===== config.mk =====
export PLATFORM = sky130hd
export DESIGN_NAME = fcs32_serial_gen
export DESIGN_NICKNAME = d
export VERILOG_FILES = /design/src/rtl/fcs32_pkg.sv /design/src/rtl/fcs32_divider.sv /design/src/rtl/fcs32_sequencer.sv /design/src/rtl/fcs32_serial_gen.sv
export SDC_FILE = /design/constraint.sdc
export NUM_CORES = 1
export LEC_CHECK = 0
export CAP_MARGIN = 30
export CORE_MARGIN = 8
export CORE_UTILIZATION = 50
export CTS_BUF_LIST = sky130_fd_sc_hd__clkbuf_4
export DETAILED_ROUTE_END_ITERATION = 10
export GPL_TIMING_DRIVEN = 0
export PLACE_DENSITY = 0.71
export SKIP_LAST_GASP = 1
export SLEW_MARGIN = 15
export SYNTH_ARGS = -nofsm -noshare
export SYNTH_HDL_FRONTEND = slang
export SYNTH_HIERARCHICAL = 1
export SYNTH_SLANG_ARGS = --single-unit

===== constraint.sdc =====
create_clock -name clk -period 1.6 [get_ports clk]
set_input_delay 0.24 -clock clk [delete_from_list [all_inputs] [get_ports clk]]
set_output_delay 0.24 -clock clk [all_outputs]
set_load 0.01 [all_outputs]

===== src/rtl/fcs32_pkg.sv =====
`timescale 1ns/1ps
// Package: shared types and constants for the serial frame check generator.
// Assumes the check width is 32 and the polynomial is written without its top term.
package fcs32_pkg;

    localparam int unsigned CHK_W = 32;
    localparam logic [CHK_W-1:0] CHK_POLY   = 32'h04C1_1DB7;
    localparam logic [CHK_W-1:0] CHK_PRESET = '1;

    // Frame sequencing phases.
    typedef enum logic [1:0] {
        PH_IDLE = 2'd0,
        PH_DATA = 2'd1,
        PH_EMIT = 2'd2,
        PH_DONE = 2'd3
    } fcs_phase_e;

endpackage


===== src/rtl/fcs32_divider.sv =====
`timescale 1ns/1ps
// Module: fcs32_divider
// Galois-form serial polynomial divider. It holds the running remainder, absorbs
// one data bit per absorb strobe, and shifts the remainder toward its MSB when
// emitting. Assumes absorb and shift are never requested in the same cycle;
// preset has priority over both.
module fcs32_divider #(
    parameter int unsigned        W      = 32,
    parameter logic [W-1:0]       POLY   = 32'h04C1_1DB7,
    parameter logic [W-1:0]       PRESET = '1
) (
    input  logic         clk,
    input  logic         rst_n,
    input  logic         preset_i,
    input  logic         absorb_i,
    input  logic         data_i,
    input  logic         shift_i,
    output logic         msb_o
);

    logic [W-1:0] rem_q;
    logic [W-1:0] step_val;
    logic         fb;

    // Feedback term: incoming bit folded with the current top remainder bit.
    assign fb = data_i ^ rem_q[W-1];

    // One division step, built bit by bit from the polynomial taps.
    for (genvar i = 0; i < W; i++) begin : g_tap
        if (i == 0) begin : g_low
            assign step_val[i] = POLY[i] & fb;
        end else begin : g_mid
            assign step_val[i] = rem_q[i-1] ^ (POLY[i] & fb);
        end
    end

    // Remainder register: preset, absorb a bit, or shift out toward the MSB.
    always_ff @(posedge clk) begin
        if (!rst_n) begin
            rem_q <= PRESET;
        end else if (preset_i) begin
            rem_q <= PRESET;
        end else if (absorb_i) begin
            rem_q <= step_val;
        end else if (shift_i) begin
            rem_q <= {rem_q[W-2:0], 1'b0};
        end
    end

    assign msb_o = rem_q[W-1];

    // a preset request leaves the register at the preset value.
    a_r2_preset_loads: assert property (@(posedge clk) disable iff (!rst_n)
        preset_i |=> (rem_q == PRESET));

    // the sequencer never asks for absorb and shift together.
    a_r5_absorb_shift_excl: assert property (@(posedge clk) disable iff (!rst_n)
        !(absorb_i && shift_i));

endmodule


===== src/rtl/fcs32_sequencer.sv =====
`timescale 1ns/1ps
// Module: fcs32_sequencer
// Frame phase controller. It accepts a start strobe only when idle, gates data
// bits into the divider during the data phase, and counts the W emitted check
// bits. It then raises done for one cycle. Assumes the input strobes are synchronous.
module fcs32_sequencer
    import fcs32_pkg::*;
#(
    parameter int unsigned W = 32
) (
    input  logic clk,
    input  logic rst_n,
    input  logic sof_i,
    input  logic vld_i,
    input  logic eod_i,
    output logic preset_o,
    output logic absorb_o,
    output logic shift_o,
    output logic emit_o,
    output logic done_o
);

    localparam int unsigned CNT_W = $clog2(W);
    localparam logic [CNT_W-1:0] CNT_LAST = CNT_W'(W - 1);

    fcs_phase_e       phase_q, phase_d;
    logic [CNT_W-1:0] cnt_q;

    // Next phase from the current phase and the frame strobes.
    always_comb begin
        phase_d = phase_q;
        unique case (phase_q)
            PH_IDLE: if (sof_i) phase_d = PH_DATA;
            PH_DATA: if (eod_i) phase_d = PH_EMIT;
            PH_EMIT: if (cnt_q == CNT_LAST) phase_d = PH_DONE;
            PH_DONE: phase_d = PH_IDLE;
            default: phase_d = PH_IDLE;
        endcase
    end

    // Strobes to the divider and the port-level flags.
    always_comb begin
        preset_o = (phase_q == PH_IDLE) && sof_i;
        absorb_o = (phase_q == PH_DATA) && vld_i;
        emit_o   = (phase_q == PH_EMIT);
        shift_o  = emit_o;
        done_o   = (phase_q == PH_DONE);
    end

    // Phase register.
    always_ff @(posedge clk) begin
        if (!rst_n) phase_q <= PH_IDLE;
        else        phase_q <= phase_d;
    end

    // Emitted-bit counter, cleared outside the emit phase.
    always_ff @(posedge clk) begin
        if (!rst_n)                 cnt_q <= '0;
        else if (phase_q == PH_EMIT) cnt_q <= cnt_q + 1'b1;
        else                        cnt_q <= '0;
    end

    // done lasts a single cycle.
    a_r4_done_single: assert property (@(posedge clk) disable iff (!rst_n)
        done_o |=> !done_o);

    // done comes right after an emit cycle.
    a_r4_done_after_emit: assert property (@(posedge clk) disable iff (!rst_n)
        done_o |-> $past(emit_o));

    // the emit run starts only after end of data was seen in the data phase.
    a_r3_emit_start: assert property (@(posedge clk) disable iff (!rst_n)
        $rose(emit_o) |-> $past(phase_q == PH_DATA && eod_i));

    // nothing is absorbed and nothing is preset while emitting or done.
    a_r5_quiet_in_emit: assert property (@(posedge clk) disable iff (!rst_n)
        (emit_o || done_o) |-> (!absorb_o && !preset_o));

    // an accepted start always opens the data phase.
    a_r6_start_opens_data: assert property (@(posedge clk) disable iff (!rst_n)
        preset_o |=> (phase_q == PH_DATA));

endmodule


===== src/rtl/fcs32_serial_gen.sv =====
`timescale 1ns/1ps
// Module: fcs32_serial_gen
// Top of the bit-serial transmit frame check generator. It divides the covered
// frame bits by the CRC-32 polynomial, with the register preset to ones. It then
// emits the complemented remainder MSB first and pulses done. Assumes covered
// bits arrive only between sof_i and eod_i.
module fcs32_serial_gen
    import fcs32_pkg::*;
(
    input  logic clk,
    input  logic rst_n,
    input  logic sof_i,
    input  logic bit_vld_i,
    input  logic bit_i,
    input  logic eod_i,
    output logic fcs_bit_o,
    output logic fcs_vld_o,
    output logic done_o
);

    logic preset_w;
    logic absorb_w;
    logic shift_w;
    logic emit_w;
    logic msb_w;

    fcs32_sequencer #(
        .W (CHK_W)
    ) seq_i (
        .clk      (clk),
        .rst_n    (rst_n),
        .sof_i    (sof_i),
        .vld_i    (bit_vld_i),
        .eod_i    (eod_i),
        .preset_o (preset_w),
        .absorb_o (absorb_w),
        .shift_o  (shift_w),
        .emit_o   (emit_w),
        .done_o   (done_o)
    );

    fcs32_divider #(
        .W      (CHK_W),
        .POLY   (CHK_POLY),
        .PRESET (CHK_PRESET)
    ) div_i (
        .clk      (clk),
        .rst_n    (rst_n),
        .preset_i (preset_w),
        .absorb_i (absorb_w),
        .data_i   (bit_i),
        .shift_i  (shift_w),
        .msb_o    (msb_w)
    );

    // Serial output: the complemented remainder, valid only while emitting.
    always_comb begin
        fcs_vld_o = emit_w;
        fcs_bit_o = emit_w & ~msb_w;
    end

    // valid data and done never overlap at the ports.
    a_r4_no_overlap: assert property (@(posedge clk) disable iff (!rst_n)
        !(fcs_vld_o && done_o));

    // outputs are quiet in the first cycle after reset is released.
    a_r1_quiet_after_reset: assert property (@(posedge clk)
        $rose(rst_n) |-> (!fcs_vld_o && !done_o));

endmodule


# Word level (Yosys, flattened, before mapping)
# Cells that the tools add are included.
# totals
ff_bits,39
in_bits,6
out_inout_bits,3
wordCells,41
# classes
add_sub_neg,1
eq_ne,7
mux,6
n_bitwise,17
n_reduce_logical,7
# ops
op,n
32-bit 2-to-1 mux,2
1-bit bitwise XOR,14
2-bit one-hot mux with 4 select lines,1
2-bit 2-to-1 mux,3
"5-bit by 1-bit adder with 5-bit output, second input constant",1
"5-bit equality test, second input constant",1
"2-bit equality test, second input constant",2
"2-bit != test, second input constant",2
3-bit AND reduction,1
"2-bit by 1-bit equality test with 1-bit output, second input constant",1
1-bit logical AND,2
2-bit zero test,1
"2-bit by 1-bit != test with 1-bit output, second input constant",1
1-bit NOT,2
2-bit AND reduction,1
2-bit nonzero test,1
2-bit OR reduction,1
1-bit bitwise AND,1

# Logic depth before layout (Yosys ltp)
# depth
depth_word,3
mapped_depth,8
ltp_nobuf,6

# Cells and area by module
# Netlist, hierarchy kept.
# by_module_without_submodules
mod,n_inst,cells_each,area_each_um2
fcs32_divider,1,158,1343.8
fcs32_sequencer,1,39,369.1
fcs32_serial_gen,1,1,13.8

# Worst setup path after synthesis
# Ideal clock, no wire load.
# synth_timing
path_kind,register -> register
start,register seq_i.phase_q[0]
end,register div_i.rem_q[30]
arrival_time_ns,1.474
slack_ns,-0.011
path_stages_with_launch,9
synth_period_minus_slack_ns,1.611
cell_sequence,dfxtp_1 > inv_1 > ha_1 > buf_4 > or2_1 > buf_2 > buf_2 > nand2_1 > nand3_1
# synth_between
word_cells_on_any_way,8
classes_between,eq/ne: 2; mux: 1; reduce/logical: 5
# synth_rtl
item,line_no,source
from (decl),fcs32_sequencer.sv:26,"fcs_phase_e phase_q, phase_d;"
from (signal assigned),fcs32_sequencer.sv:53,else phase_q <= phase_d;
2-bit equality test,fcs32_sequencer.sv:45,emit_o = (phase_q == PH_EMIT);
named net fcs_vld_o,fcs32_serial_gen.sv:17,"output logic fcs_vld_o,"
2-bit nonzero test (no source line),n/a,
to (signal assigned),fcs32_divider.sv:44,rem_q <= step_val;
to (signal assigned),fcs32_divider.sv:46,"rem_q <= {rem_q[W-2:0], 1'b0};"
to (decl),fcs32_divider.sv:21,logic [W-1:0] rem_q;
# The timed path passes the listed nets, and every way through them passes these cells.
# A chain may end at the register's enable or synchronous reset.

# Worst setup path in the final report
# layout_timing
start,register seq_i.cnt_q[1]
end,register seq_i.phase_q[0]
# layout_between
elab_chain_len,3
# layout_rtl
item,line_no,source
from (decl),fcs32_sequencer.sv:27,logic [CNT_W-1:0] cnt_q;
from (signal assigned),fcs32_sequencer.sv:59,else if (phase_q == PH_EMIT) cnt_q <= cnt_q + 1'b1;
5-bit equality test,fcs32_sequencer.sv:35,PH_EMIT: if (cnt_q == CNT_LAST) phase_d = PH_DONE;
2-bit by 1-bit != test with 1-bit output (no source line),n/a,
3-bit AND reduction (no source line),n/a,
# Every way passes these cells.

==> impl_metrics.env <==
export IMPL_status="complete, no violations"
export IMPL_global_route_wire_length_before_repair_um=6500
export IMPL_post_drt_via_cell_ratio=5.32
export IMPL_dp_cells=252
export IMPL_final_net_count=237
export IMPL_core_area_mm2=0.00334
export IMPL_report_final_hold_viol_count=0
export IMPL_power_per_cell_area_mw_per_mm2=1830
export IMPL_leakagePower_nw=0.903
export IMPL_std_cell_rows=21
export IMPL_tritoncts_clock_tree="yes"
export IMPL_port_buffers=8
export IMPL_main_synth_ff_type="dfxtp_1"
export IMPL_relSlewSlack=0.767
export IMPL_syn_num_nets=211
export IMPL_regToRegEndpoint="seq_i/phase_q[0]$_SDFFE_PN0P_"
export IMPL_detail_route_drc_violations=0
export IMPL_floorplan_die_width_um=74.8
export IMPL_critPathLaunchType="flop"
export IMPL_hold_path_startpoint="div_i/rem_q[24]$_SDFFE_PP1P_"
export IMPL_cp_num_buf_inv=2
export IMPL_holdPathStages=2
export IMPL_vias=1441
export IMPL_clock_root_buffer="clkbuf_4"
export IMPL_grt_setup_unrepaired="true"
export IMPL_syn_area_mm2=0.00173
export IMPL_finalSetupViolations=0
export IMPL_worst_path_most_repeated_cell="ha_4"
export IMPL_maxClockFrequency_mhz=626
export IMPL_grt_start_max_net_pins=14
export IMPL_clockBufferDepth=2
export IMPL_worst_path_largest_cell_delay_ns=0.37
export IMPL_htree_num_levels=2
export IMPL_final_min_period_over_clock_period=0.999
export IMPL_timing_critical_path_max_delay_family="flip-flops"
export IMPL_total_grt_overflow=0
export IMPL_ys_seq_elements=39
export IMPL_n_fill_cell=273
export IMPL_synth_area_per_cell_um2=8.72
export IMPL_min_delay_worst_endpoint="div_i/rem_q[25]$_SDFFE_PP1P_"
export IMPL_worstRegToRegCells=7
export IMPL_synth_seq_area_share=0.452
export IMPL_final_max_slew_violation_count=0
export IMPL_cp_arrival_ns=1.88
export IMPL_criticalPathCategory="reg2reg"
export IMPL_critical_path_cell_chain="ha_4 -> and3_4 -> ha_4 -> inv_2 -> a222oi_1 -> buf_4 -> mux2i_1"
export IMPL_synth_warning_count=6
export IMPL_routabilityCongestion=0.757
export IMPL_finished_layout_cells=271
export IMPL_critical_path_endpoint_type="flop"
export IMPL_dp_hpwl_um=2430
export IMPL_worst_hold_path_type="reg2reg"
export IMPL_ios=9
export IMPL_antenna_found_initial=0
export IMPL_tightestPinTransition_ns=0.349
export IMPL_clk_insertion_delay_late_ns=0.36
export IMPL_syn_to_final_growth_pct=29.6
export IMPL_antenna_violating_nets_post_route=0
export IMPL_insertedDiodeCount=0
export IMPL_async_reset_ff_frac=0
export IMPL_ff2ff_setup_slack_ns=0.002
export IMPL_layout_min_cycle_time_ns=1.60
export IMPL_crit_slowest_cell="dfxtp_2"
export IMPL_die_area_mm2=0.00559
export IMPL_detail_route_iter0_violations=74
export IMPL_grt_pass1_vias=1438
export IMPL_synth_edff_count=0
export IMPL_first_pass_iters=4
export IMPL_final_layout_size_suffix_gt1_frac=0.311
export IMPL_worst_clock_skew_ns=0.00911
export IMPL_numCtsBuffers=5
export IMPL_hold_slack_ns=0.468
export IMPL_start_util=0.517
export IMPL_power_ir_vdd_worst_mv=1.04
export IMPL_drt_total_wl_um=3920
export IMPL_reg2reg_start="seq_i/cnt_q[1]$_SDFF_PN0_"
export IMPL_cts_sink_count=39
export IMPL_drt_wirelength_per_cell_um=14.5
export IMPL_finalInstanceArea_mm2=0.00224
export IMPL_worst_setup_hold_path_clk_slew_ns=0.13
export IMPL_fp_dieH_um=74.8
export IMPL_crit_required_ns=1.88
export IMPL_max_cap_viol_count=0
export IMPL_detailed_place_area_mm2=0.00187
export IMPL_globalRouteTotalUtil=0.153
export IMPL_synthesis_instances=198
export IMPL_critical_path_max_fanout=2
export IMPL_netlist_cell_type_count=31
per-layer routing:
metal | vias up | GRT usage | wire length [um]
met2 | 14 | 0.270 | 2070
li1 | 722 | - | -
met5 | - | 0 | 0
met3 | 6 | 0.0466 | 111
met4 | 0 | 0.0696 | 65
met1 | 699 | 0.163 | 1680
worst max path at each step:
stage	slack, ns	depth (start not counted)	start	to
3_3_place_gp	-0.23	5	rst_n	div_i/rem_q[29]$_SDFFE_PP1P_
5_1_grt	-0.08	7	seq_i/cnt_q[1]$_SDFF_PN0_	seq_i/phase_q[0]$_SDFFE_PN0P_
3_5_place_dp	-0.30	5	rst_n	div_i/rem_q[6]$_SDFFE_PP1P_
6_report	0.002	7	seq_i/cnt_q[1]$_SDFF_PN0_	seq_i/phase_q[0]$_SDFFE_PN0P_
4_1_cts	-0.11	5	seq_i/phase_q[0]$_SDFFE_PN0P_	fcs_bit_o
2_1_floorplan	0.01	7	seq_i/phase_q[0]$_SDFFE_PN0P_	div_i/rem_q[10]$_SDFFE_PP1P_
repair_timing:
action                     in CTS  in global routing
setup endpoints to repair      37                 35
setup buffers                   8                  3
gates cloned                    1                  0
hold endpoints to repair        0                  0
hold buffers                    0                  0
pin swaps                       1                  7
resized for setup              34                 29
registers in the layout (all words and copies together), names as in the netlist:
name,count
div_i/rem_q,32
seq_i/cnt_q,5
seq_i/phase_q,2
cell type report:
| cell class | count | area [um2] | share of cell area |
|---|---|---|---|
| plain buffers | 13 | 130 | 0.0581 |
| clock buffers | 5 | 37.5 | 0.0168 |
| clock inverters | 3 | 20.0 | 0.00894 |
| inverters | 5 | 21.3 | 0.00950 |
| multi-input cells | 140 | 990 | 0.442 |
| flip-flops and latches | 39 | 791 | 0.353 |
| well taps | 46 | 57.6 | 0.0257 |
| repair buffers | 20 | 191 | 0.0855 |
synthesized netlist by cell type, types with 2 or more instances:
master / count / area, um2
mux2i_1: 2 / 20.0
a221oi_1: 11 / 96.3
buf_4: 3 / 22.5
nand2_1: 53 / 199
nor2_1: 3 / 11.3
nand3_1: 19 / 95.1
buf_2: 5 / 25.0
buf_6: 2 / 22.5
clkbuf_1: 2 / 7.51
o21ai_0: 3 / 15.0
o21ai_1: 9 / 45.0
inv_1: 5 / 18.8
ha_1: 7 / 87.6
and2_1: 2 / 12.5
and3_1: 3 / 18.8
o21ai_2: 2 / 17.5
dfxtp_1: 39 / 781
nor2b_1: 14 / 87.6
a221oi_2: 2 / 30.0
stage by stage:
step / total power [mW] / util / setup WS, ns / setup TNS [ns]
floorplan: 2.64 / - / 0.0119 / 0
global placement: 2.92 / 0.559 / -0.230 / -4.82
detailed placement: 3.01 / 0.559 / -0.303 / -6.57
CTS: 3.87 / 0.635 / -0.109 / -0.109
global route: 4.40 / 0.671 / -0.0836 / -0.183
finish: 4.09 / 0.671 / 0.00186 / 0
tightest hold or removal path, delay by kind of cell (launching register included):
kind             cells  cell delay (ns)
DFF                  1             0.33
and+or+nand+nor      2             0.11
placed cells by master (no fill, tap or decap), drive strengths merged:
master / synthesis / final
nor2: 4 / 4
a211o: 1 / 1
buf: 10 / 23
or2b: 1 / 1
xnor2: 1 / 1
mux2i: 2 / 2
a221oi: 13 / 13
xor2: 2 / 2
nand3: 19 / 19
or2: 1 / 1
and2: 3 / 3
clkinvlp: 0 / 2
clkdlybuf4s50: 0 / 5
clkbuf: 4 / 9
o21ai: 14 / 14
and3: 3 / 3
dfxtp: 39 / 39
clkinv: 0 / 1
inv: 5 / 5
ha: 7 / 7
a222oi: 1 / 1
nor2b: 15 / 15
dlygate4sd2: 0 / 1
nand2: 53 / 53
logic make-up after synthesis:
group / Yosys count / share of synthesized area
XOR/XNOR: 3 / 0.0196
buffers and inverters: 19 / 0.0667
adder cells (fa/ha/maj): 7 / 0.0507
flip-flops: 39 / 0.452
AO/OA/AOI/OAI: 29 / 0.129
multiplexers: 2 / 0.0116
AND/OR/NAND/NOR: 99 / 0.270
power breakdown:
group	internal, mW	switching, mW
Sequential	1.27	0.230
Clock	0.168	0.348
Combinational	0.993	1.07
Total	2.43	1.65
No activity file was read; power rests on OpenSTA's default activity.
